--- config.mk ---
export PLATFORM = sky130hd
export DESIGN_NAME = flash_cmd_decoder
export DESIGN_NICKNAME = d
export VERILOG_FILES = /design/src/rtl/fcd_pkg.sv /design/src/rtl/fcd_engine.sv /design/src/rtl/fcd_seq.sv /design/src/rtl/flash_cmd_decoder.sv
export SDC_FILE = /design/constraint.sdc
export NUM_CORES = 1
export LEC_CHECK = 0
export BUFFER_PORTS_ARGS = -buffer_cell sky130_fd_sc_hd__buf_2
export CORE_MARGIN = 5
export CORE_UTILIZATION = 45
export CTS_CLUSTER_SIZE = 40
export DETAILED_ROUTE_END_ITERATION = 10
export PLACE_DENSITY = 0.67
export SYNTH_ARGS = -nofsm -noshare
export SYNTH_HDL_FRONTEND = slang
export SYNTH_SLANG_ARGS = --single-unit
export TNS_END_PERCENT = 5
--- constraint.sdc ---
create_clock -name clk -period 6.95 [get_ports clk]
set_input_delay 0.695 -clock clk [delete_from_list [all_inputs] [get_ports clk]]
set_output_delay 0.695 -clock clk [all_outputs]
set_load 0.01 [all_outputs]
--- src/rtl/fcd_pkg.sv ---
package fcd_pkg;
  localparam int ADDR_W  = 19;
  localparam int DATA_W  = 16;
  localparam int NUM_BLK = 11;
  localparam int BLK_W   = 4;

  localparam logic [2:0] MODE_READ = 3'd0;
  localparam logic [2:0] MODE_ASEL = 3'd1;
  localparam logic [2:0] MODE_BYP  = 3'd2;
  localparam logic [2:0] MODE_BUSY = 3'd3;
  localparam logic [2:0] MODE_SUSP = 3'd4;

  typedef enum logic [3:0] {
    S_READ, S_U1, S_U2, S_PARM, S_E3, S_E4, S_E5, S_WIN,
    S_BUSY, S_SUSP, S_ASEL, S_BYP, S_BPROG, S_BRST
  } fcd_state_t;

  // first unlock address (also the command address)
  function automatic logic hit_first(input logic bm, input logic [11:0] a);
    return bm ? (a == 12'hAAA) : (a[11:1] == 11'h555);
  endfunction

  function automatic logic hit_second(input logic bm, input logic [11:0] a);
    return bm ? (a == 12'h555) : (a[11:1] == 11'h2AA);
  endfunction

  // block index from word address bits [17:12]
  function automatic logic [BLK_W-1:0] blk_of(input logic [5:0] w);
    if (w[5:3] != 3'b111) return {1'b0, w[5:3]};
    else if (!w[2])       return 4'd7;
    else if (w[1])        return 4'd10;
    else if (w[0])        return 4'd9;
    else                  return 4'd8;
  endfunction
endpackage

--- src/rtl/fcd_engine.sv ---
module fcd_engine #(
  parameter int CNT_W = 16
) (
  input  logic             clk,
  input  logic             rst_n,
  input  logic             start,
  input  logic [CNT_W-1:0] len,
  input  logic             suspend,
  input  logic             resume,
  output logic             running,
  output logic             done
);
  logic [CNT_W-1:0] cnt, saved;

  assign done = running && (cnt <= CNT_W'(1));

  always_ff @(posedge clk) begin
    if (!rst_n) begin
      cnt <= '0; saved <= '0; running <= 1'b0;
    end else if (start) begin
      cnt     <= (len == '0) ? CNT_W'(1) : len;
      running <= 1'b1;
    end else if (suspend) begin
      saved   <= cnt - CNT_W'(1);
      running <= 1'b0;
    end else if (resume) begin
      cnt     <= saved;
      running <= 1'b1;
    end else if (running) begin
      if (done) running <= 1'b0;
      else      cnt <= cnt - CNT_W'(1);
    end
  end

  p_start_idle_r4: assert property (@(posedge clk) disable iff (!rst_n)
    start |-> !running);
  p_start_runs_r4: assert property (@(posedge clk) disable iff (!rst_n)
    start |=> running);
  p_resume_left_r10: assert property (@(posedge clk) disable iff (!rst_n)
    resume |-> (saved != '0) && !running);
endmodule

--- src/rtl/fcd_seq.sv ---
module fcd_seq
  import fcd_pkg::*;
#(
  parameter int CNT_W = 16
) (
  input  logic               clk,
  input  logic               rst_n,
  input  logic               byte_mode,
  input  logic               wr_valid,
  input  logic [ADDR_W-1:0]  wr_addr,
  input  logic [DATA_W-1:0]  wr_data,
  input  logic [CNT_W-1:0]   erase_window,
  input  logic               eng_done,
  output logic               start_op,
  output logic               suspend_ev,
  output logic               resume_ev,
  output logic [2:0]         mode,
  output logic               ready,
  output logic               prog_req,
  output logic [ADDR_W-1:0]  prog_addr,
  output logic [DATA_W-1:0]  prog_data,
  output logic               erase_req,
  output logic               erase_chip,
  output logic [NUM_BLK-1:0] erase_mask
);
  fcd_state_t st, st_n, ret, ret_n, home;
  logic [NUM_BLK-1:0] mask_n;
  logic [CNT_W-1:0]   win, win_n;
  logic susp, susp_n, eblk, eblk_n, chip_n;
  logic start_prog, start_erase;

  logic [7:0]         d;
  logic               ua, ub;
  logic [BLK_W-1:0]   blk;
  logic [NUM_BLK-1:0] blk_bit;

  assign d       = wr_data[7:0];
  assign ua      = hit_first(byte_mode, wr_addr[11:0]);
  assign ub      = hit_second(byte_mode, wr_addr[11:0]);
  assign blk     = blk_of(wr_addr[ADDR_W-1:13]);
  assign blk_bit = NUM_BLK'(1) << blk;
  assign home    = susp ? S_SUSP : S_READ;

  always_comb begin
    st_n = st; ret_n = ret; mask_n = erase_mask; win_n = win;
    susp_n = susp; eblk_n = eblk; chip_n = erase_chip;
    start_prog = 1'b0; start_erase = 1'b0;
    suspend_ev = 1'b0; resume_ev = 1'b0;
    case (st)
      S_READ, S_ASEL, S_SUSP: if (wr_valid) begin
        if (d == 8'hF0) st_n = home;
        else if (ua && d == 8'hAA) st_n = S_U1;
        else if (st == S_SUSP && d == 8'h30) begin
          resume_ev = 1'b1; susp_n = 1'b0; eblk_n = 1'b1;
          ret_n = S_READ; st_n = S_BUSY;
        end
      end
      S_U1: if (wr_valid) st_n = (ub && d == 8'h55) ? S_U2 : home;
      S_U2: if (wr_valid) begin
        st_n = home;
        if (ua) begin
          case (d)
            8'h90: st_n = S_ASEL;
            8'hA0: st_n = S_PARM;
            8'h20: if (!susp) st_n = S_BYP;
            8'h80: if (!susp) st_n = S_E3;
            default: st_n = home;
          endcase
        end
      end
      S_PARM: if (wr_valid) begin
        if (susp && erase_mask[blk]) st_n = home;
        else begin
          start_prog = 1'b1; ret_n = home; eblk_n = 1'b0; st_n = S_BUSY;
        end
      end
      S_E3: if (wr_valid) st_n = (ua && d == 8'hAA) ? S_E4 : S_READ;
      S_E4: if (wr_valid) st_n = (ub && d == 8'h55) ? S_E5 : S_READ;
      S_E5: if (wr_valid) begin
        st_n = S_READ;
        if (ua && d == 8'h10) begin
          start_erase = 1'b1; chip_n = 1'b1; mask_n = '1;
          eblk_n = 1'b0; ret_n = S_READ; st_n = S_BUSY;
        end else if (d == 8'h30) begin
          chip_n = 1'b0; mask_n = blk_bit; win_n = erase_window; st_n = S_WIN;
        end
      end
      S_WIN: begin
        if (wr_valid) begin
          if (d == 8'h30) begin
            mask_n = erase_mask | blk_bit; win_n = erase_window;
          end else st_n = S_READ;
        end else if (win <= CNT_W'(1)) begin
          start_erase = 1'b1; eblk_n = 1'b1; ret_n = S_READ; st_n = S_BUSY;
        end else win_n = win - CNT_W'(1);
      end
      S_BUSY: begin
        if (eng_done) begin
          st_n = ret; eblk_n = 1'b0;
        end else if (wr_valid && eblk && d == 8'hB0) begin
          suspend_ev = 1'b1; susp_n = 1'b1; st_n = S_SUSP;
        end
      end
      S_BYP: if (wr_valid) begin
        if (d == 8'hA0)      st_n = S_BPROG;
        else if (d == 8'h90) st_n = S_BRST;
        else                 st_n = S_READ;
      end
      S_BPROG: if (wr_valid) begin
        start_prog = 1'b1; ret_n = S_BYP; eblk_n = 1'b0; st_n = S_BUSY;
      end
      S_BRST: if (wr_valid) st_n = S_READ;
      default: st_n = S_READ;
    endcase
  end

  assign start_op = start_prog | start_erase;

  always_ff @(posedge clk) begin
    if (!rst_n) begin
      st <= S_READ; ret <= S_READ; erase_mask <= '0; win <= '0;
      susp <= 1'b0; eblk <= 1'b0; erase_chip <= 1'b0;
      prog_req <= 1'b0; erase_req <= 1'b0; prog_addr <= '0; prog_data <= '0;
    end else begin
      st <= st_n; ret <= ret_n; erase_mask <= mask_n; win <= win_n;
      susp <= susp_n; eblk <= eblk_n; erase_chip <= chip_n;
      prog_req  <= start_prog;
      erase_req <= start_erase;
      if (start_prog) begin
        prog_addr <= wr_addr; prog_data <= wr_data;
      end
    end
  end

  always_comb begin
    case (st)
      S_ASEL:                 mode = MODE_ASEL;
      S_BYP, S_BPROG, S_BRST: mode = MODE_BYP;
      S_BUSY, S_WIN:          mode = MODE_BUSY;
      default:                mode = susp ? MODE_SUSP : MODE_READ;
    endcase
  end
  assign ready = !(st == S_BUSY || st == S_WIN);

  p_req_onehot_r4: assert property (@(posedge clk) disable iff (!rst_n)
    $onehot0({prog_req, erase_req}));
  p_req_busy_r11: assert property (@(posedge clk) disable iff (!rst_n)
    (prog_req || erase_req) |-> !ready && mode == MODE_BUSY);
  p_mask_set_r6: assert property (@(posedge clk) disable iff (!rst_n)
    erase_req |-> erase_mask != '0);
  p_suspend_r10: assert property (@(posedge clk) disable iff (!rst_n)
    suspend_ev |=> mode == MODE_SUSP && ready);
  p_chip_full_r5: assert property (@(posedge clk) disable iff (!rst_n)
    (erase_req && erase_chip) |-> &erase_mask);
endmodule

--- src/rtl/flash_cmd_decoder.sv ---
module flash_cmd_decoder #(
  parameter int CNT_W = 16
) (
  input  logic             clk,
  input  logic             rst_n,
  input  logic             byte_mode,
  input  logic             wr_valid,
  input  logic [18:0]      wr_addr,
  input  logic [15:0]      wr_data,
  input  logic [CNT_W-1:0] busy_len,
  input  logic [CNT_W-1:0] erase_window,
  output logic [2:0]       mode,
  output logic             ready,
  output logic             prog_req,
  output logic [18:0]      prog_addr,
  output logic [15:0]      prog_data,
  output logic             erase_req,
  output logic             erase_chip,
  output logic [10:0]      erase_mask
);
  logic start_op, suspend_ev, resume_ev, eng_running, eng_done;

  fcd_seq #(.CNT_W(CNT_W)) u_seq (
    .clk(clk), .rst_n(rst_n), .byte_mode(byte_mode), .wr_valid(wr_valid),
    .wr_addr(wr_addr), .wr_data(wr_data), .erase_window(erase_window),
    .eng_done(eng_done), .start_op(start_op), .suspend_ev(suspend_ev),
    .resume_ev(resume_ev), .mode(mode), .ready(ready), .prog_req(prog_req),
    .prog_addr(prog_addr), .prog_data(prog_data), .erase_req(erase_req),
    .erase_chip(erase_chip), .erase_mask(erase_mask)
  );

  fcd_engine #(.CNT_W(CNT_W)) u_eng (
    .clk(clk), .rst_n(rst_n), .start(start_op), .len(busy_len),
    .suspend(suspend_ev), .resume(resume_ev), .running(eng_running),
    .done(eng_done)
  );

  p_run_busy_r11: assert property (@(posedge clk) disable iff (!rst_n)
    eng_running |-> !ready);
endmodule

=== Word-level counts from Yosys, hierarchy flattened ===
Index checks and enable logic that the tools add are counted.

* Flip-flop bits (word level): 108
* Bits of input ports: 71
* Output and inout bits: 53
* Word-level logic and storage cells: 228

* Add/sub/neg operators: 2
* Order comparisons: 3
* Equality and inequality tests: 59
* Shift operators: 1
* Mux-type cells: 116
* Bitwise operators: 3
* Reduce and logical (&&, ||, !) cells: 30

{| class="wikitable"
|+ Operators by type and width
! kind !! count
|-
| 16-bit 2-to-1 mux || 11
|-
| 4-bit 2-to-1 mux || 41
|-
| 11-bit 2-to-1 mux || 5
|-
| 8-bit equality test, second input constant || 6
|-
| 4-bit case mux with 12 select lines || 1
|-
| 1-bit 2-to-1 mux || 44
|-
| 2-bit != test, second input constant || 19
|-
| 16-bit by 1-bit <= comparator with 1-bit output, second input constant || 2
|-
| 16-bit case mux with 2 select lines || 1
|-
| 16-bit by 1-bit subtractor with 16-bit output, second input constant || 2
|-
| 4-bit equality test, second input constant || 6
|-
| 11-bit case mux with 2 select lines || 1
|-
| 4-bit case mux with 5 select lines || 1
|-
| 4-bit by 3-bit equality test with 1-bit output, second input constant || 4
|-
| 8-bit by 6-bit equality test with 1-bit output, second input constant || 2
|-
| 16-bit logical NOT || 1
|-
| 4-bit case mux with 4 select lines || 1
|-
| 14-bit AND reduction || 1
|-
| 13-bit AND reduction || 1
|-
| 12-bit by 11-bit equality test with 1-bit output, second input constant || 1
|-
| 12-bit equality test, second input constant || 1
|-
| 3-bit 2-to-1 mux || 4
|-
| 3-bit != test, second input constant || 4
|-
| 12-bit AND reduction || 1
|-
| 34 further kinds || 53
|}

=== Logic depth before layout (Yosys ltp) ===
* Word-level depth: 13
* Gate-level depth with buffers: 10
* Gate-level depth less buffers: 9

=== Cells and area by module ===
From an unflattened synthesis, not the netlist that was laid out.

* Cell total of the unflattened synthesis: 829
* Area, all modules: 6386.1 µm²

{| class="wikitable"
|+ Modules (own cells, without submodules)
! module !! instances !! cells an instance !! area each (µm²) !! sequential area each (µm²)
|-
| fcd_seq || 1 || 594 || 4480.5 || 1461.4
|-
| fcd_engine || 1 || 235 || 1905.6 || 660.6
|}

=== Least setup slack after synthesis ===
Ideal clock, no wire load.

* Path kind: input to register
* From: input wr_addr[2]
* To: register u_seq.win[11]
* Setup time: 0.115 ns
* Arrival: 2.516 ns
* Data required time: 6.835 ns
* Slack: 4.320 ns
* Stages: 7
* Buffers on the path: 1
* Cell sequence: nor4b_1 nand4_1 or4_1 a32oi_2 buf_2 nor2_1 o21a_1

* Cells in the longest elaborated chain, start to end: 5
* Elaborated cells between the ends (all ways): 6
* Classes of those cells: eq/ne (3); mux (1); reduce/logical (2)

{| class="wikitable"
|+ RTL lines
! element !! RTL line !! source
|-
| from (decl) || flash_cmd_decoder.sv:8 || <nowiki>input logic [18:0] wr_addr,</nowiki>
|-
| 12-bit equality test or 11-bit equality test (tied branches) || fcd_pkg.sv:20 || <nowiki>return bm ? (a == 12'hAAA) : (a[11:1] == 11'h555);</nowiki>
|-
| 1-bit 2-to-1 mux * || fcd_pkg.sv:20 ||
|-
| 1-bit logical AND * || fcd_seq.sv:81 || <nowiki>if (ua && d == 8'h10) begin</nowiki>
|-
| 2-bit != test (no source line) * || - ||
|-
| 4-bit AND reduction (no source line) * || - ||
|-
| to (signal assigned) || fcd_seq.sv:125 || <nowiki>st <= st_n; ret <= ret_n; erase_mask <= mask_n; win <= win_n;</nowiki>
|-
| to (decl) || fcd_seq.sv:28 || <nowiki>logic [CNT_W-1:0] win, win_n;</nowiki>
|}

Every way passes the cells marked *; elsewhere a longest branch is shown, timed or not.
A chain may end at the register's enable or synchronous reset.

=== Worst setup path after layout ===
* From: register u_seq.st[1]
* To: register u_seq.win[6]

* Cells in the longest elaborated chain, start to end: 3
* Elaborated cells between the ends (all ways): 8
* Classes of those cells: eq/ne (5); mux (1); reduce/logical (2)

{| class="wikitable"
|+ RTL lines
! element !! RTL line !! source
|-
| from (decl) || fcd_seq.sv:26 || <nowiki>fcd_state_t st, st_n, ret, ret_n, home;</nowiki>
|-
| from (signal assigned) || fcd_seq.sv:125 ||
|-
| 4-bit by 3-bit equality test with 1-bit output || fcd_seq.sv:49 || <nowiki>case (st)</nowiki>
|-
| 3-bit != test (no source line), or another cell as far along || - ||
|-
| 4-bit AND reduction (no source line) || - ||
|}

Several ways; a longest one is shown, not always the timed one.

==> results by group <==
Clock tree
  – CTS tree: done
  – Clock sinks: 106
  – Worst-Skew Late Latency: 0.35 ns
  – Clk root buf: clkbuf_16
  – TritonCTS buffer count: 9
  – Clk buf depth: 2
  – Post-cts hold buffer count: 0
  – # H-tree levels: 3
  – Worst-path clk slew: 0.07 ns
  – Cts repair resizes: 0
  – Post-CTS setup buffer count: 0

Synthesis
  – Synth warnings: 0
  – Mapped Cells: 783
  – Largest area contributor in the netlist: dfxtp_1
  – #FFs+latches synth: 106
  – Synthesized area per cell: 7.923 sq um
  – Synthesized Nets: 858
  – Post-synth top area share: 34.21%
  – Ys flop type: dfxtp_1
  – Seq/Total Area, Yosys: 34.21%
  – Post-synth EDFFs: 0
  – Netlist cell types: 78
  – Synth Cell Area: 0.006203 sq mm
  – FFs w/ async S/R, synth: 0%
  – Synth area leaders: dfxtp_1, nor2_1, mux2i_1, a21oi_1, o21ai_0

Timing
  – TNS Setup: 0 ns
  – Relative slew slack: 26.46%
  – Final Setup Violations: 0
  – Max Clk Rate: 0.2931 GHz
  – RSZ-0062 raised after global routing: false
  – Max Slew Vio Count: 0
  – Min cycle time layout: 3.412 ns
  – Period Utilization, post-route: 49.10%
  – Worst slew pin tran: 1.103 ns
  – Worst Skew: 0.008283 ns
  – Hold violation count in the final report: 0

Routing
  – Residual DRC: 0
  – Wire per inst: 17.10 um
  – DR iter-0 viols: 485
  – Vias/cell: 5.869
  – Drt pass-1 iters: 5
  – Total number of vias: 6204
  – Drt total wl: 18.08 mm
  – Final antenna-violating net count: 0

Critical path
  – WS Path Type: reg -> reg
  – CP arrival: 3.66 ns
  – CP endpoint kind: register
  – Worst Path Max Fanout: 20
  – Crit start category: register
  – Required time of the worst setup path: 7.20 ns

Floorplanning
  – Die area: 0.01623 sq mm
  – Core area: 0.01372 sq mm
  – Io pins: 124
  – Die Width: 127.4 um
  – Die Ht: 127.4 um
  – Initial Utilization: 45.22%
  – Row count: 43

Job
  – Max-cap violations: 0

Cells and area
  – Finished Layout Cells: 1057
  – Area Growth Syn to Fin: 15.65%
  – Number of fill cells in the layout: 1388
  – Ant diodes: 0
  – Layout cells sized above 1: 20.41%
  – Final #Nets: 947

GRT
  – Antenna violations before repair: 0
  – Vias in the first global route: 5706
  – Maximum number of pins on one net before global-route repair: 71
  – GR Util All Layers: 21.57%
  – Grt ovf: 0
  – First-pass GRT wire length: 28.98 mm

Pwr
  – Gate power share: 27.9%
  – Max IR drop VDD: 172.5 uV
  – NetSw: 0.5453 mW
  – Pwr/cell area: 224.8 mW/mm^2
  – Leak pwr: 2.823 nW
  – Clock share of power: 30.1%
  – Sw frac: 33.81%
  – Sequential power share: 42.0%
  – Pint: 1.068 mW

Place
  – Placed Cells: 1041
  – Number of I/O port buffers: 123
  – Placer Congestion: 0.8914
  – DP HPWL: 12.55 mm

Worst hold path
  – HP Class: reg -> reg

Run status
  – Status: finished, final reports clean
worst paths after layout:
path	start	endpoint	slack, ns	depth (start not counted)
setup reg to reg	u_seq.st[1]	u_seq.win[6]	3.54	7
hold / removal	u_seq.ret[1]	u_seq.ret[1]	0.48	2
setup / recovery	u_seq.st[1]	u_seq.win[6]	3.54	7
hold reg to reg	u_seq.ret[1]	u_seq.ret[1]	0.48	2
flip-flops by register name (all words and copies together), names as in the netlist:
name	count
u_eng.running	1
u_seq.st	4
u_seq.prog_data	16
u_seq.ret	2
u_seq.prog_addr	19
u_seq.erase_mask	11
u_seq.erase_chip	1
u_seq.erase_req	1
u_eng.saved	16
u_seq.prog_req	1
u_seq.eblk	1
u_eng.cnt	16
u_seq.win	16
u_seq.susp	1
final cells by class:
class | count | area (sq um) | area share [%]
well taps | 180 | 225.2 | 3.139
inverters | 16 | 60.06 | 0.8371
repair buffers | 132 | 683.2 | 9.522
multi-input cells | 607 | 3812 | 53.14
flip-flops and latches | 106 | 2122 | 29.58
clock inverters | 5 | 28.78 | 0.4011
clock buffers | 11 | 242.7 | 3.383
synthesized netlist by cell type (7+ instances only):
library cell,n
o221a_2,9
nor2_1,142
buf_2,12
nor4_1,20
xnor2_1,10
a21oi_1,59
o21ai_0,46
clkbuf_1,41
mux2i_1,40
nand3_1,15
a211oi_1,25
inv_1,16
or4_1,7
nand4_1,12
or3_1,7
dfxtp_1,106
nand2_1,35
nor3_1,23
layer usage:
layer	up-vias	track usage [%]	wire (um)
li1	3077	-	-
met1	2885	31.31	8828
met2	225	31.68	7725
met3	17	5.811	1318
met4	0	5.363	204
met5	-	0	0
cell usage in the layout, fill, tap and decap left out, types with 7 or more instances in the layout:
cell type	netlist	layout
or3_1	7	7
xnor2_1	10	10
buf_2	12	123
nand4_1	12	12
buf_4	0	9
dfxtp_1	106	106
mux2i_1	40	40
nor3_1	23	23
nand3_1	15	15
nor4_1	20	20
nor2_1	142	142
nand2_1	35	35
clkbuf_16	0	9
a211oi_1	25	25
inv_1	16	15
o221a_2	9	9
o21ai_0	46	46
a21oi_1	59	59
or4_1	7	7
logic make-up after synthesis:
family                     after synthesis  synth area share [%]
buffers and inverters                   70                 4.478
and+or+nand+nor                        321                 26.28
adders and majority gates                4                0.8068
xor gates and xnor gates                16                 2.259
AOI/OAI and AO/OA                      225                 25.33
DFF                                    106                 34.21
muxes                                   41                 6.636
critical path: stages (launching register included):
cell      delay [ns]
dfxtp_1         0.77
and4b_1         0.56
nand2b_1        0.39
a21oi_1         0.23
a311oi_1        0.08
nor2_1          0.79
o21ai_0         0.20
a31o_2          0.29
power by group through the flow:
stage          clock network, mW  logic, mW  registers, mW
6_report                   0.486      0.450          0.677
5_1_grt                    0.524      0.501          0.681
4_1_cts                    0.503      0.447          0.675
3_5_place_dp                   0      0.443          0.689
3_3_place_gp                   0      0.443          0.689
2_1_floorplan                  0      0.346          0.668
per-stage QoR:
| stage | utilization (%) | hold WS, ns | total power [mW] | setup slack [ns] | area [sq um] |
|---|---|---|---|---|---|
| finish | 52.29 | 0.4779 | 1.613 | 3.538 | 7174 |
| global route | 52.29 | 0.5107 | 1.706 | 3.333 | 7174 |
| CTS | 52.29 | 0.4758 | 1.625 | 3.572 | 7174 |
| detailed placement | 50.31 | 0.4631 | 1.132 | 3.355 | 6903 |
| global placement | 50.31 | 0.4496 | 1.133 | 3.344 | 6903 |
| floorplan | - | 0.4346 | 1.014 | 4.320 | 6203 |
(Power assumes the default switching activity.)
